$ cat config.mk
export PLATFORM = sky130hd
export DESIGN_NAME = dma_cmdport_regs
export DESIGN_NICKNAME = d
export VERILOG_FILES = /design/src/rtl/dma_cp_pkg.sv /design/src/rtl/cp_sequencer.sv /design/src/rtl/cp_chan_regs.sv /design/src/rtl/cp_readback.sv /design/src/rtl/dma_cmdport_regs.sv
export SDC_FILE = /design/constraint.sdc
export NUM_CORES = 2
export LEC_CHECK = 0
export CAP_MARGIN = 20
export CORE_AREA = 3 3 416 418
export CTS_CLUSTER_SIZE = 25
export DETAILED_ROUTE_END_ITERATION = 12
export DIE_AREA = 0 0 419 421
export PLACE_DENSITY_LB_ADDON = 0.15
export SYNTH_ARGS = -nofsm -noshare
export SYNTH_HDL_FRONTEND = slang
export SYNTH_SLANG_ARGS = --single-unit
$ cat constraint.sdc
create_clock -name clk -period 3.4 [get_ports clk]
set_clock_uncertainty 0.15 [all_clocks]
set_input_delay 0.68 -clock clk [delete_from_list [all_inputs] [get_ports clk]]
set_output_delay 0.68 -clock clk [all_outputs]
set_load 0.005 [all_outputs]
$ cat src/rtl/dma_cp_pkg.sv
package dma_cp_pkg;

    typedef enum logic [2:0] {
        ST_IDLE,
        ST_LD_PORT,
        ST_LD_ADDR,
        ST_LD_CNT,
        ST_LD_MODE,
        ST_RB_ADDR,
        ST_RB_CNT
    } cp_state_e;

    localparam logic [3:0] OP_LD_PORT = 4'h0;
    localparam logic [3:0] OP_LD_ADDR = 4'h2;
    localparam logic [3:0] OP_RB_ADDR = 4'h3;
    localparam logic [3:0] OP_LD_CNT  = 4'h4;
    localparam logic [3:0] OP_RB_CNT  = 4'h5;
    localparam logic [3:0] OP_LD_MODE = 4'h7;
    localparam logic [3:0] OP_MASK    = 4'h9;
    localparam logic [3:0] OP_UNMASK  = 4'hA;

    localparam int MODE_XFER_BIT = 2;
    localparam int PORT_W = 16;
    localparam int ADDR_W = 24;
    localparam int CNT_W  = 16;
    localparam int MODE_W = 8;

    // index of the final operand byte for each sequence state
    function automatic logic [1:0] last_byte(cp_state_e s);
        case (s)
            ST_LD_PORT, ST_LD_CNT, ST_RB_CNT: last_byte = 2'd1;
            ST_LD_ADDR, ST_RB_ADDR:           last_byte = 2'd2;
            default:                          last_byte = 2'd0;
        endcase
    endfunction

endpackage

$ cat src/rtl/cp_sequencer.sv
module cp_sequencer
    import dma_cp_pkg::*;
#(
    parameter int NCH = 16
) (
    input  logic       clk,
    input  logic       rst_n,
    input  logic       wr_en,
    input  logic       rd_en,
    input  logic       addr_sel,
    input  logic [7:0] wdata,
    output logic [3:0] tgt_ch,
    output logic [1:0] byte_idx,
    output logic       ld_port,
    output logic       ld_addr,
    output logic       ld_cnt,
    output logic       ld_mode,
    output logic       mask_set,
    output logic       mask_clr,
    output logic       rb_go,
    output logic       rb_is_cnt
);

    cp_state_e  state_q, state_d;
    logic [3:0] ch_q, ch_d;
    logic [1:0] ptr_q, ptr_d;

    logic cmd_wr, dat_wr, dat_rd, ch_ok, is_load, is_rb, hit;

    assign cmd_wr = wr_en && !addr_sel;
    assign dat_wr = wr_en && addr_sel;
    assign dat_rd = rd_en && !wr_en && addr_sel;
    assign ch_ok  = int'(wdata[3:0]) < NCH;

    assign is_load = (state_q == ST_LD_PORT) || (state_q == ST_LD_ADDR) ||
                     (state_q == ST_LD_CNT)  || (state_q == ST_LD_MODE);
    assign is_rb   = (state_q == ST_RB_ADDR) || (state_q == ST_RB_CNT);
    assign hit     = (dat_wr && is_load) || (dat_rd && is_rb);

    always_ff @(posedge clk) begin
        if (!rst_n) begin
            state_q <= ST_IDLE;
            ch_q    <= '0;
            ptr_q   <= '0;
        end else begin
            state_q <= state_d;
            ch_q    <= ch_d;
            ptr_q   <= ptr_d;
        end
    end

    always_comb begin
        state_d = state_q;
        ch_d    = ch_q;
        ptr_d   = ptr_q;
        if (cmd_wr) begin
            ptr_d = '0;
            ch_d  = wdata[3:0];
            if (!ch_ok) begin
                state_d = ST_IDLE;
            end else begin
                unique case (wdata[7:4])
                    OP_LD_PORT: state_d = ST_LD_PORT;
                    OP_LD_ADDR: state_d = ST_LD_ADDR;
                    OP_LD_CNT:  state_d = ST_LD_CNT;
                    OP_LD_MODE: state_d = ST_LD_MODE;
                    OP_RB_ADDR: state_d = ST_RB_ADDR;
                    OP_RB_CNT:  state_d = ST_RB_CNT;
                    default:    state_d = ST_IDLE;
                endcase
            end
        end else if (hit) begin
            if (ptr_q == last_byte(state_q)) begin
                state_d = ST_IDLE;
            end else begin
                ptr_d = ptr_q + 2'd1;
            end
        end
    end

    always_comb begin
        tgt_ch    = ch_q;
        byte_idx  = ptr_q;
        ld_port   = 1'b0;
        ld_addr   = 1'b0;
        ld_cnt    = 1'b0;
        ld_mode   = 1'b0;
        mask_set  = 1'b0;
        mask_clr  = 1'b0;
        rb_go     = 1'b0;
        rb_is_cnt = 1'b0;
        if (cmd_wr) begin
            tgt_ch   = wdata[3:0];
            mask_set = ch_ok && (wdata[7:4] == OP_MASK);
            mask_clr = ch_ok && (wdata[7:4] == OP_UNMASK);
        end else if (dat_wr) begin
            unique case (state_q)
                ST_LD_PORT: ld_port = 1'b1;
                ST_LD_ADDR: ld_addr = 1'b1;
                ST_LD_CNT:  ld_cnt  = 1'b1;
                ST_LD_MODE: ld_mode = 1'b1;
                default: ;
            endcase
        end else if (dat_rd) begin
            unique case (state_q)
                ST_RB_ADDR: rb_go = 1'b1;
                ST_RB_CNT: begin
                    rb_go     = 1'b1;
                    rb_is_cnt = 1'b1;
                end
                default: ;
            endcase
        end
    end

endmodule

$ cat src/rtl/cp_chan_regs.sv
module cp_chan_regs
    import dma_cp_pkg::*;
(
    input  logic              clk,
    input  logic              rst_n,
    input  logic              ld_port,
    input  logic              ld_addr,
    input  logic              ld_cnt,
    input  logic              ld_mode,
    input  logic              mask_set,
    input  logic              mask_clr,
    input  logic [1:0]        byte_idx,
    input  logic [7:0]        wdata,
    output logic [PORT_W-1:0] port_q,
    output logic [ADDR_W-1:0] addr_q,
    output logic [CNT_W-1:0]  cnt_q,
    output logic [MODE_W-1:0] mode_q,
    output logic              mask_q,
    output logic              active
);

    always_ff @(posedge clk) begin
        if (!rst_n) begin
            port_q <= '0;
            addr_q <= '0;
            cnt_q  <= '0;
            mode_q <= '0;
            mask_q <= 1'b1;
        end else begin
            if (ld_port) begin
                if (byte_idx[0]) port_q[15:8] <= wdata;
                else             port_q[7:0]  <= wdata;
            end
            if (ld_addr) begin
                case (byte_idx)
                    2'd0:    addr_q[7:0]   <= wdata;
                    2'd1:    addr_q[15:8]  <= wdata;
                    default: addr_q[23:16] <= wdata;
                endcase
            end
            if (ld_cnt) begin
                if (byte_idx[0]) cnt_q[15:8] <= wdata;
                else             cnt_q[7:0]  <= wdata;
            end
            if (ld_mode) mode_q <= wdata;
            if (mask_set)      mask_q <= 1'b1;
            else if (mask_clr) mask_q <= 1'b0;
        end
    end

    assign active = !mask_q && mode_q[MODE_XFER_BIT];

endmodule

$ cat src/rtl/cp_readback.sv
module cp_readback
    import dma_cp_pkg::*;
#(
    parameter int NCH = 16
) (
    input  logic                  clk,
    input  logic                  rst_n,
    input  logic                  rd_en,
    input  logic                  wr_en,
    input  logic                  rb_go,
    input  logic                  rb_is_cnt,
    input  logic [3:0]            ch,
    input  logic [1:0]            byte_idx,
    input  logic [NCH*ADDR_W-1:0] addr_flat,
    input  logic [NCH*CNT_W-1:0]  cnt_flat,
    output logic [7:0]            rdata
);

    logic [ADDR_W-1:0] a_sel;
    logic [CNT_W-1:0]  c_sel;
    logic [7:0]        pick;

    always_comb begin
        a_sel = '0;
        c_sel = '0;
        for (int i = 0; i < NCH; i++) begin
            if (int'(ch) == i) begin
                a_sel = addr_flat[i*ADDR_W +: ADDR_W];
                c_sel = cnt_flat[i*CNT_W +: CNT_W];
            end
        end
    end

    always_comb begin
        if (rb_is_cnt) begin
            pick = byte_idx[0] ? c_sel[15:8] : c_sel[7:0];
        end else begin
            case (byte_idx)
                2'd0:    pick = a_sel[7:0];
                2'd1:    pick = a_sel[15:8];
                default: pick = a_sel[23:16];
            endcase
        end
    end

    always_ff @(posedge clk) begin
        if (!rst_n) begin
            rdata <= 8'h00;
        end else if (rd_en && !wr_en) begin
            rdata <= rb_go ? pick : 8'h00;
        end
    end

endmodule

$ cat src/rtl/dma_cmdport_regs.sv
module dma_cmdport_regs
    import dma_cp_pkg::*;
#(
    parameter int NCH = 16
) (
    input  logic                  clk,
    input  logic                  rst_n,
    input  logic                  wr_en,
    input  logic                  rd_en,
    input  logic                  addr_sel,
    input  logic [7:0]            wdata,
    output logic [7:0]            rdata,
    output logic [NCH*PORT_W-1:0] ch_port,
    output logic [NCH*ADDR_W-1:0] ch_addr,
    output logic [NCH*CNT_W-1:0]  ch_count,
    output logic [NCH*MODE_W-1:0] ch_mode,
    output logic [NCH-1:0]        ch_mask,
    output logic [NCH-1:0]        ch_active
);

    logic [3:0] tgt_ch;
    logic [1:0] byte_idx;
    logic ld_port, ld_addr, ld_cnt, ld_mode, mask_set, mask_clr, rb_go, rb_is_cnt;

    cp_sequencer #(.NCH(NCH)) u_seq (
        .clk       (clk),
        .rst_n     (rst_n),
        .wr_en     (wr_en),
        .rd_en     (rd_en),
        .addr_sel  (addr_sel),
        .wdata     (wdata),
        .tgt_ch    (tgt_ch),
        .byte_idx  (byte_idx),
        .ld_port   (ld_port),
        .ld_addr   (ld_addr),
        .ld_cnt    (ld_cnt),
        .ld_mode   (ld_mode),
        .mask_set  (mask_set),
        .mask_clr  (mask_clr),
        .rb_go     (rb_go),
        .rb_is_cnt (rb_is_cnt)
    );

    for (genvar i = 0; i < NCH; i++) begin : g_ch
        logic sel;
        assign sel = (int'(tgt_ch) == i);
        cp_chan_regs u_regs (
            .clk      (clk),
            .rst_n    (rst_n),
            .ld_port  (ld_port && sel),
            .ld_addr  (ld_addr && sel),
            .ld_cnt   (ld_cnt && sel),
            .ld_mode  (ld_mode && sel),
            .mask_set (mask_set && sel),
            .mask_clr (mask_clr && sel),
            .byte_idx (byte_idx),
            .wdata    (wdata),
            .port_q   (ch_port[i*PORT_W +: PORT_W]),
            .addr_q   (ch_addr[i*ADDR_W +: ADDR_W]),
            .cnt_q    (ch_count[i*CNT_W +: CNT_W]),
            .mode_q   (ch_mode[i*MODE_W +: MODE_W]),
            .mask_q   (ch_mask[i]),
            .active   (ch_active[i])
        );
    end

    cp_readback #(.NCH(NCH)) u_rb (
        .clk       (clk),
        .rst_n     (rst_n),
        .rd_en     (rd_en),
        .wr_en     (wr_en),
        .rb_go     (rb_go),
        .rb_is_cnt (rb_is_cnt),
        .ch        (tgt_ch),
        .byte_idx  (byte_idx),
        .addr_flat (ch_addr),
        .cnt_flat  (ch_count),
        .rdata     (rdata)
    );

endmodule

==> results.md <==
| Result | Reported | Unit |
|:---|:---|:---|
| Result of the run | finished, final reports clean | - |
| Dominant delay contributor by cell family on the critical path | buffers and inverters | - |
| Cells after DPL | 9,394 | - |
| Leakage dissipation | 22.5 | nW |
| H-Tree Depth | 4 | - |
| Detailed-route vias per instance | 5.34 | - |
| Routed wire length per instance | 35.3 | µm |
| Most used cell along the critical path | buf_4 | - |
| Final routed DRC violation total | 0 | - |
| Number of nets in the final layout | 7,329 | - |
| Synth cell types | 82 | - |
| Post-Syn Area | 42,800 | µm² |
| CTS Root Cell | clkbuf_16 | - |
| Vias post-DR | 51.5k | - |
| Hold/Removal Path Class | primary input to flop | - |
| Count of endpoints failing hold in the final timing report | 0 | - |
| Cell breakdown of the critical path | clkdlybuf4s50_1 -> buf_12 -> buf_4 -> and4bb_2 -> a21o_2 -> buf_4 -> buf_4 -> a22oi_1 -> nor2_1 -> a2111oi_0 -> buf_4 -> o22ai_1 -> nor4_1 -> o21ai_1 | - |
| Number of antenna violations at the first check in global routing | 25 | - |
| Final core utilization | 39.3 | % |
| Number of buffer and inverter stages on the critical path | 6 | - |
| Cell Count, Final, Fillers Out | 9,642 | - |
| Data required time of the critical path | 3.93 | ns |
| Clock latency of the later-clocked register in the worst-skew pair | 0.82 | ns |
| Full die area | 176,000 | µm² |
| Clock buffer depth | 3 | - |
| Maximum number of pins on one net before global-route repair | 180 | - |
| Worst-case hold slack | 0.0890 | ns |
| Category of the worst setup path launch point | primary input | - |
| First-pass GRT wire length | 447,000 | µm |
| Sequential share of the synthesized area | 49.5 | % |
| Overall global routing resource usage | 37.1 | % |
| End of the worst hold path | g_ch[8].u_regs.port_q[15] | - |
| Number of cells on the critical path | 14 | - |
| Slowest stage cell, crit path | a2111oi_0 | - |
| Total power consumption of the routed design | 29.2 | mW |
| Leading cell types in the layout, fill and taps excluded | 2,262 x nand2_1, 1,105 x a21oi_1, 1,067 x clkdlybuf4s50_1 | - |
| Cts bufs inserted | 131 | - |
| P&R area growth vs syn | 55.5 | % |
| Ports placed on the boundary | 1,077 | - |
| Max-slew headroom at the worst pin | 23.5 | % |
| Iteration-0 DRC Markers | 6,079 | - |
| Async set or reset register ratio after synthesis | 0 | % |
| Primary flip-flop cell chosen by synthesis mapping | dfxtp_1 | - |
| Actual slew at the worst max-slew pin | 1.15 | ns |
| Logic depth of the worst register-to-register path | 11 | - |
| Syn nets | 5,757 | - |
| Vias in the first global route | 47.6k | - |
| Cell depth of the worst min-delay path | 3 | - |
| Top fanout value on the critical path | 8 | - |
| Num rows | 151 | - |
| Total count of max-transition violations in the final report | 0 | - |
| RSZ-0062 raised after global routing | no | - |
| Maximum resistive drop on vdd | 0.538 | mV |
| Setup violators final | 0 | - |
| Delay of the slowest critical-path stage | 0.65 | ns |
| Final antenna-violating net count | 0 | - |
| Sum of negative setup slack | 0 | ns |
| P per Cell Area | 438 | nW/µm² |
| Die Height | 421 | µm |
| Arr. time, crit path | 3.91 | ns |
| Maximum frequency from static timing analysis | 296 | MHz |
| Clock tree from TritonCTS | done | - |
| Syn Area/Cell | 7.45 | µm² |
| Final critical-path required period | 3.38 | ns |
| Yosys warning count | 0 | - |
| Leading cell type in the layout, fill and taps excluded | nand2_1 | - |
| Final wirelength | 341,000 | µm |
| Post-synthesis instance total | 5,742 | - |
| Critical hold path startpoint | wdata[7] | - |
| Endpoint of the worst-slack reg-to-reg timing path | u_rb.rdata[7] | - |
| Die Width | 419 | µm |
| Global route total overflow | 0 | - |
| Clock-pin transition on the worst setup and hold timing paths | 0.06 | ns |
| First-pass detailed-route iteration total | 6 | - |
| Layout cell share with drive strength beyond 1 | 14.8 | % |
| Number of synthesized flops with an enable pin | 0 | - |
| HPWL after DPL | 268,000 | µm |
| Standard cell core area | 169,000 | µm² |
| Number of I/O port buffers | 1,076 | - |
| Total of max-cap violations | 0 | - |
| R2R Path Start | u_seq.ch_q[1] | - |
| Register bit count reported by yosys | 1,057 | - |
| Kind of end point of the critical path | flop | - |
| Initial cell density of the core | 25.2 | % |
| Critical path class | primary input to flop | - |
| Final worst path period share | 99.4 | % |
| Clock sink total | 1,057 | - |
| Flop2flop setup slack | 0.08 | ns |
| Routability Congestion | 1.03 | - |
-- worst max-delay path by stage --
stage                  start            end  slack (ns)
floorplan           addr_sel  u_rb.rdata[2]        0.44
global placement    addr_sel  u_rb.rdata[3]       -1.43
detailed placement  addr_sel  u_rb.rdata[7]       -1.39
CTS                 addr_sel  u_rb.rdata[3]        0.01
global route        addr_sel  u_rb.rdata[7]      0.0002
finish              addr_sel  u_rb.rdata[4]        0.02
-- routing by layer --
layer	wire length, µm	share of wire, %	vias to the layer above	GRT usage (%)
met3	22700	6.6	654	7.14
met4	23800	7.0	6	21.7
met1	134000	39	25600	44.7
met5	33	0.0097	-	0
li1	-	-	22500	-
met2	160000	47	2686	61.2
-- cells by family (layout without fill, tap and decap cells) --
family,Yosys count,after routing,share of synthesized area [%]
AND/OR/NAND/NOR,2633,2633,24.0
XOR/XNOR,3,3,0.0614
flip-flops,1057,1057,49.5
adder cells (fa/ha/maj),2,2,0.0585
AO/OA/AOI/OAI,1595,1595,21.3
buffers and inverters,423,2093,4.28
multiplexers,29,29,0.854
other,0,12,0
-- report_power, final --
group	switching, mW	internal (mW)
Clock	6.13	8.87
Sequential	0.00955	12.4
Combinational	1.27	0.486
-- metrics by stage --
| stage | setup WS [ns] | cell area, µm² |
|---|---|---|
| floorplan | 0.444 | 42800 |
| global placement | -1.43 | 61600 |
| detailed placement | -1.39 | 61600 |
| CTS | 0.0126 | 66300 |
| global route | 0.000191 | 66500 |
| finish | 0.0217 | 66600 |
-- cells in the mapped netlist (8+ instances only) --
cell type | n | area share, %
nand2_1 | 2267 | 20
a21oi_1 | 1115 | 13
dfxtp_1 | 1057 | 49
clkbuf_1 | 290 | 2.5
nor2_1 | 213 | 1.9
o21ai_0 | 105 | 1.2
a22oi_1 | 80 | 1.4
buf_2 | 70 | 0.82
nand3_1 | 45 | 0.53
o22ai_1 | 41 | 0.60
buf_4 | 38 | 0.67
o211ai_1 | 37 | 0.65
a22o_1 | 29 | 0.59
a221oi_1 | 21 | 0.43
nor2b_1 | 19 | 0.28
buf_1 | 17 | 0.15
a211oi_1 | 16 | 0.28
mux2i_1 | 16 | 0.37
o221ai_1 | 15 | 0.31
a21o_1 | 13 | 0.23
nor3_1 | 13 | 0.15
a221o_1 | 11 | 0.26
a222oi_1 | 11 | 0.26
nand4_1 | 11 | 0.16
a31oi_1 | 10 | 0.15
a2111oi_0 | 9 | 0.18
and2_1 | 9 | 0.13
o21a_1 | 9 | 0.16
nand2b_1 | 8 | 0.12
nor4_1 | 8 | 0.12
o2111ai_1 | 8 | 0.16
-- registers in the layout (all words and copies together), names as in the netlist --
signal and count:
g_ch.u_regs.port_q 256, g_ch.u_regs.mask_q 16, u_seq.ch_q 4, g_ch.u_regs.cnt_q 256, g_ch.u_regs.addr_q 384, u_rb.rdata 8, u_seq.byte_idx 2, u_seq.state_q 3
g_ch.u_regs.mode_q 128
-- area by class of cell --
class	count	area, µm²
fillers	17400	103000
flip-flops and latches	1057	21200
multi-input cells	4262	20200
repair buffers	1856	17800
clock buffers	185	3840
well taps	2218	2780
clock inverters	46	721
inverters	6	30.0
diodes	12	30.0
-- worst min-delay path, delay by kind of cell --
| family | cells | cell delay (ns) |
|---|---|---|
| simple gates | 1 | 0.09 |
| compound gates | 1 | 0.05 |
| buf+inv | 1 | 0.17 |
-- what timing repair did --
action,CTS,global route
hold endpoints to repair,1,0
endpoints found under the setup margin,7,8
setup buffers,2,2
pin swaps,4,7
gates resized for setup,21,42
hold buffers,1,0
(Power assumes the default switching activity.)
